<file path="config.mk">
export PLATFORM = sky130hd
export DESIGN_NAME = rxcfg_seq
export DESIGN_NICKNAME = d
export VERILOG_FILES = /design/src/rtl/rxcfg_pkg.sv /design/src/rtl/rxcfg_tick.sv /design/src/rtl/rxcfg_spi_byte.sv /design/src/rtl/rxcfg_seq.sv
export SDC_FILE = /design/constraint.sdc
export NUM_CORES = 1
export LEC_CHECK = 0
export BUFFER_PORTS_ARGS = -buffer_cell sky130_fd_sc_hd__buf_2
export CAP_MARGIN = 40
export CORE_MARGIN = 4
export CORE_UTILIZATION = 40
export CTS_CLUSTER_SIZE = 28
export DETAILED_ROUTE_END_ITERATION = 8
export PLACE_DENSITY_LB_ADDON = 0.1
export RECOVER_POWER = 100
export SETUP_SLACK_MARGIN = 0.02
export SLEW_MARGIN = 15
export SYNTH_ARGS = -nofsm -noshare
export SYNTH_HDL_FRONTEND = slang
export SYNTH_HIERARCHICAL = 1
export SYNTH_SLANG_ARGS = --single-unit
</file>
<file path="constraint.sdc">
create_clock -name clk -period 3.4 [get_ports clk]
set_input_delay 0.17 -clock clk [delete_from_list [all_inputs] [get_ports clk]]
set_output_delay 0.17 -clock clk [all_outputs]
set_load 0.02 [all_outputs]
</file>
<file path="src/rtl/rxcfg_pkg.sv">
package rxcfg_pkg;

    localparam int unsigned BYTE_W    = 8;
    localparam int unsigned INIT_REGS = 10;
    localparam int unsigned IDX_W     = $clog2(INIT_REGS);

    localparam logic [BYTE_W-1:0] CMD_WRITE = 8'h20;
    localparam logic [BYTE_W-1:0] CMD_READ  = 8'h21;
    localparam logic [BYTE_W-1:0] FILL_BYTE = 8'h00;

    typedef enum logic [3:0] {
        ST_RST_LOW,
        ST_RST_WAIT,
        ST_SEL_HI,
        ST_SEL_LO,
        ST_SEL_END,
        ST_CS_SETUP,
        ST_SHIFT,
        ST_CS_GAP,
        ST_IDLE
    } seq_state_t;

    // default contents written during bring-up, indexed by register number
    function automatic logic [BYTE_W-1:0] boot_value(input logic [IDX_W-1:0] idx);
        case (idx)
            IDX_W'(2): boot_value = 8'h48;
            IDX_W'(4): boot_value = 8'h80;
            IDX_W'(5): boot_value = 8'h85;
            default:   boot_value = 8'h00;
        endcase
    endfunction

endpackage

</file>
<file path="src/rtl/rxcfg_tick.sv">
module rxcfg_tick #(
    parameter int unsigned DIV = 50
) (
    input  logic clk,
    input  logic rst_n,
    input  logic clr,
    output logic tick
);
    localparam int unsigned CW = (DIV > 1) ? $clog2(DIV) : 1;

    logic [CW-1:0] cnt;

    always_ff @(posedge clk or negedge rst_n) begin
        if (!rst_n) begin
            cnt  <= '0;
            tick <= 1'b0;
        end else if (clr) begin
            cnt  <= '0;
            tick <= 1'b0;
        end else if (cnt == CW'(DIV - 1)) begin
            cnt  <= '0;
            tick <= 1'b1;
        end else begin
            cnt  <= cnt + 1'b1;
            tick <= 1'b0;
        end
    end

endmodule

</file>
<file path="src/rtl/rxcfg_spi_byte.sv">
module rxcfg_spi_byte #(
    parameter int unsigned HALF = 25
) (
    input  logic       clk,
    input  logic       rst_n,
    input  logic       start,
    input  logic [7:0] tx,
    input  logic       miso,
    output logic       sck,
    output logic       mosi,
    output logic       busy,
    output logic       done,
    output logic [7:0] rx
);
    localparam int unsigned HW = (HALF > 1) ? $clog2(HALF) : 1;

    logic [HW-1:0] hc;
    logic [2:0]    bc;
    logic [7:0]    sh;

    always_ff @(posedge clk or negedge rst_n) begin
        if (!rst_n) begin
            sck  <= 1'b1;
            mosi <= 1'b0;
            busy <= 1'b0;
            done <= 1'b0;
            hc   <= '0;
            bc   <= '0;
            sh   <= '0;
            rx   <= '0;
        end else begin
            done <= 1'b0;
            if (!busy) begin
                if (start) begin
                    busy <= 1'b1;
                    sck  <= 1'b0;
                    mosi <= tx[7];
                    sh   <= {tx[6:0], 1'b0};
                    hc   <= '0;
                    bc   <= '0;
                end
            end else if (hc == HW'(HALF - 1)) begin
                hc <= '0;
                if (!sck) begin
                    sck <= 1'b1;
                    rx  <= {rx[6:0], miso};
                end else if (bc == 3'd7) begin
                    busy <= 1'b0;
                    done <= 1'b1;
                end else begin
                    sck  <= 1'b0;
                    bc   <= bc + 3'd1;
                    mosi <= sh[7];
                    sh   <= {sh[6:0], 1'b0};
                end
            end else begin
                hc <= hc + 1'b1;
            end
        end
    end

    // clock parks high whenever no byte is in flight
    a_r3_idle_high: assert property (@(posedge clk) disable iff (!rst_n)
        !busy |-> sck);
    // a rising clock edge only occurs inside a byte
    a_r3_rise_in_byte: assert property (@(posedge clk) disable iff (!rst_n)
        $rose(sck) |-> busy);

endmodule

</file>
<file path="src/rtl/rxcfg_seq.sv">
module rxcfg_seq
    import rxcfg_pkg::*;
#(
    parameter int unsigned CLK_HZ      = 50_000_000,
    parameter int unsigned SCK_HZ      = 1_000_000,
    parameter int unsigned GAP_US      = 10,
    parameter int unsigned RST_LOW_US  = 100_000,
    parameter int unsigned RST_WAIT_US = 1_000,
    parameter int unsigned SEL_STEP_US = 1_000
) (
    input  logic       clk,
    input  logic       rst_n,
    input  logic       req,
    input  logic       we,
    input  logic [7:0] addr,
    input  logic [7:0] wdata,
    output logic       ack,
    output logic [7:0] rdata,
    output logic       init_done,
    output logic       rx_rst_n,
    output logic       spi_cs_n,
    output logic       spi_sck,
    output logic       spi_mosi,
    input  logic       spi_miso
);
    localparam int unsigned US_DIV   = (CLK_HZ / 1_000_000 > 0) ? CLK_HZ / 1_000_000 : 1;
    localparam int unsigned HALF_CYC = (CLK_HZ / (2 * SCK_HZ) > 0) ? CLK_HZ / (2 * SCK_HZ) : 1;
    localparam int unsigned MAX_A    = (RST_LOW_US > RST_WAIT_US) ? RST_LOW_US : RST_WAIT_US;
    localparam int unsigned MAX_B    = (SEL_STEP_US > GAP_US) ? SEL_STEP_US : GAP_US;
    localparam int unsigned MAX_W    = (MAX_A > MAX_B) ? MAX_A : MAX_B;
    localparam int unsigned WCW      = $clog2(MAX_W + 1);
    localparam logic [IDX_W-1:0] LAST_IDX = IDX_W'(INIT_REGS - 1);

    seq_state_t         state, state_n;
    logic [WCW-1:0]     wcnt, ld_val;
    logic               ld, go, tick, wait_end;
    logic [1:0]         bidx, sel, last_idx;
    logic [IDX_W-1:0]   init_idx;
    logic               init_busy, rd_phase;
    logic               op_we;
    logic [BYTE_W-1:0]  op_addr, op_wdata, eff_addr, eff_data, tx_byte, sp_rx;
    logic               eff_we, sp_busy, sp_done;

    rxcfg_tick #(.DIV(US_DIV)) u_tick (
        .clk(clk), .rst_n(rst_n), .clr(ld), .tick(tick)
    );

    rxcfg_spi_byte #(.HALF(HALF_CYC)) u_spi (
        .clk(clk), .rst_n(rst_n), .start(go), .tx(tx_byte), .miso(spi_miso),
        .sck(spi_sck), .mosi(spi_mosi), .busy(sp_busy), .done(sp_done), .rx(sp_rx)
    );

    assign wait_end = tick && (wcnt == WCW'(1));

    // frame content: which byte goes out next
    always_comb begin
        eff_we   = init_busy | op_we;
        eff_addr = init_busy ? BYTE_W'(init_idx) : op_addr;
        eff_data = init_busy ? boot_value(init_idx) : op_wdata;
        last_idx = (eff_we && !rd_phase) ? 2'd2 : 2'd1;
        sel      = (state == ST_SHIFT) ? bidx + 2'd1 : 2'd0;
        if (rd_phase)
            tx_byte = (sel == 2'd0) ? CMD_READ : FILL_BYTE;
        else if (sel == 2'd0)
            tx_byte = CMD_WRITE;
        else if (sel == 2'd1)
            tx_byte = eff_addr;
        else
            tx_byte = eff_data;
    end

    // next state
    always_comb begin
        state_n = state;
        ld      = 1'b0;
        ld_val  = '0;
        go      = 1'b0;
        unique case (state)
            ST_RST_LOW:  if (wait_end) begin state_n = ST_RST_WAIT; ld = 1'b1; ld_val = WCW'(RST_WAIT_US); end
            ST_RST_WAIT: if (wait_end) begin state_n = ST_SEL_HI;   ld = 1'b1; ld_val = WCW'(SEL_STEP_US); end
            ST_SEL_HI:   if (wait_end) begin state_n = ST_SEL_LO;   ld = 1'b1; ld_val = WCW'(SEL_STEP_US); end
            ST_SEL_LO:   if (wait_end) begin state_n = ST_SEL_END;  ld = 1'b1; ld_val = WCW'(SEL_STEP_US); end
            ST_SEL_END:  if (wait_end) begin state_n = ST_CS_SETUP; ld = 1'b1; ld_val = WCW'(GAP_US); end
            ST_CS_SETUP: if (wait_end) begin state_n = ST_SHIFT; go = 1'b1; end
            ST_SHIFT: begin
                if (sp_done) begin
                    if (bidx == last_idx) begin
                        state_n = ST_CS_GAP; ld = 1'b1; ld_val = WCW'(GAP_US);
                    end else begin
                        go = 1'b1;
                    end
                end
            end
            ST_CS_GAP: begin
                if (wait_end) begin
                    if ((init_busy && init_idx != LAST_IDX) || (!init_busy && !op_we && !rd_phase)) begin
                        state_n = ST_CS_SETUP; ld = 1'b1; ld_val = WCW'(GAP_US);
                    end else begin
                        state_n = ST_IDLE;
                    end
                end
            end
            ST_IDLE: if (req && !ack) begin state_n = ST_CS_SETUP; ld = 1'b1; ld_val = WCW'(GAP_US); end
            default: state_n = ST_RST_LOW;
        endcase
    end

    // state register and sequencing data
    always_ff @(posedge clk or negedge rst_n) begin
        if (!rst_n) begin
            state     <= ST_RST_LOW;
            wcnt      <= WCW'(RST_LOW_US);
            bidx      <= '0;
            init_idx  <= '0;
            init_busy <= 1'b1;
            init_done <= 1'b0;
            rd_phase  <= 1'b0;
            op_we     <= 1'b0;
            op_addr   <= '0;
            op_wdata  <= '0;
            ack       <= 1'b0;
            rdata     <= '0;
        end else begin
            state <= state_n;
            ack   <= 1'b0;
            if (ld)
                wcnt <= ld_val;
            else if (tick && wcnt != '0)
                wcnt <= wcnt - 1'b1;
            if (go)
                bidx <= sel;
            if (state == ST_IDLE && state_n == ST_CS_SETUP) begin
                op_we    <= we;
                op_addr  <= addr;
                op_wdata <= wdata;
            end
            if (state == ST_CS_GAP && wait_end) begin
                if (init_busy) begin
                    if (init_idx == LAST_IDX) begin
                        init_busy <= 1'b0;
                        init_done <= 1'b1;
                    end else begin
                        init_idx <= init_idx + 1'b1;
                    end
                end else if (!op_we && !rd_phase) begin
                    rd_phase <= 1'b1;
                end else begin
                    ack      <= 1'b1;
                    rd_phase <= 1'b0;
                    if (!op_we)
                        rdata <= sp_rx;
                end
            end
        end
    end

    // pin outputs
    always_comb begin
        rx_rst_n = (state != ST_RST_LOW);
        spi_cs_n = !(state inside {ST_SEL_LO, ST_CS_SETUP, ST_SHIFT});
    end

    // serial pins stay idle while the receiver is held in reset
    a_r1_idle_in_reset: assert property (@(posedge clk) disable iff (!rst_n)
        !rx_rst_n |-> (spi_cs_n && spi_sck));
    // the clock is only driven low inside a selected frame
    a_r3_sck_in_frame: assert property (@(posedge clk) disable iff (!rst_n)
        !spi_sck |-> !spi_cs_n);
    // no clock edge directly behind a falling chip select
    a_r7_setup_gap: assert property (@(posedge clk) disable iff (!rst_n)
        $fell(spi_cs_n) |=> spi_sck);
    // the shifter is never running with chip select high
    a_r7_shift_selected: assert property (@(posedge clk) disable iff (!rst_n)
        sp_busy |-> !spi_cs_n);
    // init_done is sticky
    a_r8_done_sticky: assert property (@(posedge clk) disable iff (!rst_n)
        init_done |=> init_done);
    // no acknowledge before bring-up finished
    a_r8_no_early_ack: assert property (@(posedge clk) disable iff (!rst_n)
        ack |-> init_done);
    // acknowledge lasts one cycle
    a_r9_ack_pulse: assert property (@(posedge clk) disable iff (!rst_n)
        ack |=> !ack);

endmodule

</file>
==> results.cfg <==
[outcome]
status = complete, but fails checks
violations = max-capacitance violations, max-slew violations

[setup_path]
cp.arrival_ns = 3.20
end_kind = register
critPathSlowestCell = and4bb_1
reg2reg_to = u_spi/sh[3]
reg2reg_slack_ns = 0.43
cp-start-kind = register
r2r_start = wcnt[6]
crit_type = reg -> reg
critPathBufInv = 1
crit_start = wcnt[6]
crit_path_max_incr_delay_ns = 0.62
crit_family = simple AND/OR/NAND/NOR gates
ff2ff_path_depth = 8
worst-path-max-fanout = 14
crit_chain = or4_4 -> and4bb_1 -> nand4b_1 -> a21oi_1 -> buf_4 -> nor2b_1 -> nand2b_1 -> o221a_2
cp.required_ns = 3.62

[timing]
fin_setup_tns_ns = 0
clock.fmax_mhz = 336
rsz0062_at_grt = false
min_period_ns = 2.97
hold_viol = 0
fin_crit_sh_pct = 87.4
worst_slew_pin_slew_ns = 1.74
clock_skew_ns = 0.00546
finalSetupViolCount = 0
drv_slew = 29
hold_slack_ns = 0.0639
maxSlewHeadroom_pct = -16.1

[global_routing]
antenna_found_initial = 0
grt_use_total_pct = 15.8
grt_pass1_vias = 3400
grt_overflow = 0
grt_pass1_wl_mm = 16.9
grt_start_max_net_pins = 42

[synthesis]
synthDistinctLibCells = 72
synthAdderAreaFrac_pct = 3.48
synth_top_family_by_area = simple AND/OR/NAND/NOR gates
synth.avg_cell_area_um2 = 10.8
muxShareOfSynthArea_pct = 11.1
synth_top_area_share_pct = 43.8
synth_edf_count = 0
mappedNetlistNets = 468
synth_xor_area_share_pct = 2.99
synth_area_leaders = dfrtp_1, mux2_2, dfstp_2, ha_1, nor2_1
async_flop_share_pct = 100
ys_warn_count = 6
yosysSeqAreaShare_pct = 48.3
synth_ff_type = dfrtp_1
syn-cell-area_mm2 = 0.00468
yosys.area_share.simple_pct = 19.1
synth-compound-area-share_pct = 12.5
synth_top_area_cell = dfrtp_1
syn_inst = 434
synth.ff_latch_count = 90

[detailed_routing]
first_pass_iters = 4
vias = 3336
drc = 0
ant_nets = 0
drt_iter0_drc = 190
wl_mm = 9.94
wl_per_cell_um = 16.0
viasPerCell = 5.36

[power_and_ir_drop]
p_leak_nw = 2.40
pwr_density_cell_mw_per_mm2 = 403
ir_worst_vdd_mv = 0.319

[finish]
fin_util_pct = 46.6
finalNonFillerCells = 622
nFillCells = 1122
fin_area_mm2 = 0.00532
final_nets = 508
layout-drive-gt1-share_pct = 21.1
areaGrowthSynthToFinish_pct = 13.7
antenna_cells = 0

[placement]
io_buffers = 34
dp_hpwl_mm = 7.11
place_area_mm2 = 0.00505
globalplace.congestion = 0.826
dp_cells = 605

[clocking]
cts.sinks = 90
clockRootBuffer = clkbuf_16
clkTransAtPathRegs_ns = 0.07
cts_buffers = 9
cts_tree = built
post-cts-setup-buffers = 0
htree_levels = 3
clk_latency_ns = 0.34
clk_path_buf_depth = 2

[min_path]
hold_class = in -> reg
min_to = op_wdata[1]
hp-start = wdata[1]
whs_path_depth = 2

[floorplanning]
core_mm2 = 0.0114
initial_utilization_pct = 41.0
std_cell_rows = 39
io_pins = 35
dieArea_mm2 = 0.0135
die_y_um = 116
die_x_um = 116

[run]
drv_cap = 1
==> logic make-up (layout without fill, tap and decap cells) <==
logic type,Yosys count,in the layout
DFF,90,90
adders and majority gates,13,13
and+or+nand+nor,155,155
buffers and inverters,29,74
xor gates and xnor gates,16,16
AOI/OAI and AO/OA,85,85
muxes,46,46
==> cell usage in the layout (no fill, tap or decap), types with 8 or more instances in the layout <==
master	count
dfrtp_1	82
nor2_1	36
mux2_2	34
nand2_1	26
o21ai_0	21
buf_2	20
clkbuf_1	18
a21oi_1	17
nand3_1	14
inv_1	13
ha_1	13
nor2b_1	10
nand2b_1	10
xor2_1	10
mux2i_1	9
clkbuf_16	9
nor3_1	8
==> synthesized netlist by cell type, drive strengths merged (3+ instances only) <==
library cell  instances
xor2                 10
buf                   3
nand4                 6
nand2b               10
o211ai                5
nand3b                5
nor2b                10
mux2                 36
and3                  4
mux2i                 9
o21ai                22
a21oi                17
clkbuf               13
a31oi                 3
a21o                  4
ha                   13
dfrtp                82
nor3                  8
dfstp                 8
nor2                 36
inv                  13
nand2                26
nand3                15
o221a                 6
nor3b                 3
nor4                  4
o31a                  4
nand4b                5
and2                  9
xnor2                 6
==> how the worst max path moves through the flow <==
stage	end	slack, ns	depth (start not counted)
floorplan	u_spi/mosi	0.64	8
global placement	u_spi/sh[4]	0.63	8
detailed placement	u_spi/sh[3]	0.58	8
CTS	u_spi/sh[3]	0.57	8
global route	u_spi/sh[3]	0.19	8
finish	u_spi/sh[3]	0.43	8
==> through the flow <==
step | setup WS (ns) | power [mW]
floorplan | 0.638 | 1.09
global placement | 0.632 | 1.13
detailed placement | 0.579 | 1.13
CTS | 0.571 | 2.19
global route | 0.187 | 2.23
finish | 0.427 | 2.14
==> timing repair <==
action | CTS | global route
gates resized for setup | 0 | 0
hold buffers | 1 | 0
hold endpoints to repair | 23 | 0
==> final cells by class <==
type                    count  area, um2  share of cell area, %
multi-input cells         315       2280                   42.9
flip-flops and latches     90       2260                   42.5
clock buffers              10        239                   4.49
repair buffers             45        235                   4.42
well taps                 143        179                   3.36
clock inverters             6       72.6                   1.36
inverters                  13       48.8                  0.917
==> layer usage <==
layer | track usage, % | vias to the layer above | share of wire (%)
li1 | - | 1650 | -
met1 | 21.3 | 1644 | 47
met2 | 26.1 | 34 | 50
met3 | 3.21 | 8 | 2.7
met4 | 4.49 | 0 | 0.94
met5 | 0 | - | 0
==> where the power goes <==
group          internal, mW  switching (mW)  total, mW
combinational        0.0120          0.0254     0.0373
clock                 0.598           0.436       1.03
sequential             1.07               0       1.07
total                  1.68           0.462       2.14
==> registers in the layout, indices dropped and copies added (netlist names), 2 cells and up <==
| register | flops |
|---|---|
| rdata | 8 |
| u_tick/cnt | 6 |
| wcnt | 17 |
| u_spi/rx | 8 |
| op_wdata | 8 |
| u_spi/hc | 5 |
| init_idx | 4 |
| state | 4 |
| u_spi/sh | 7 |
| u_spi/bc | 3 |
| bidx | 2 |
| op_addr | 8 |
No activity file was read; power rests on OpenSTA's default activity.
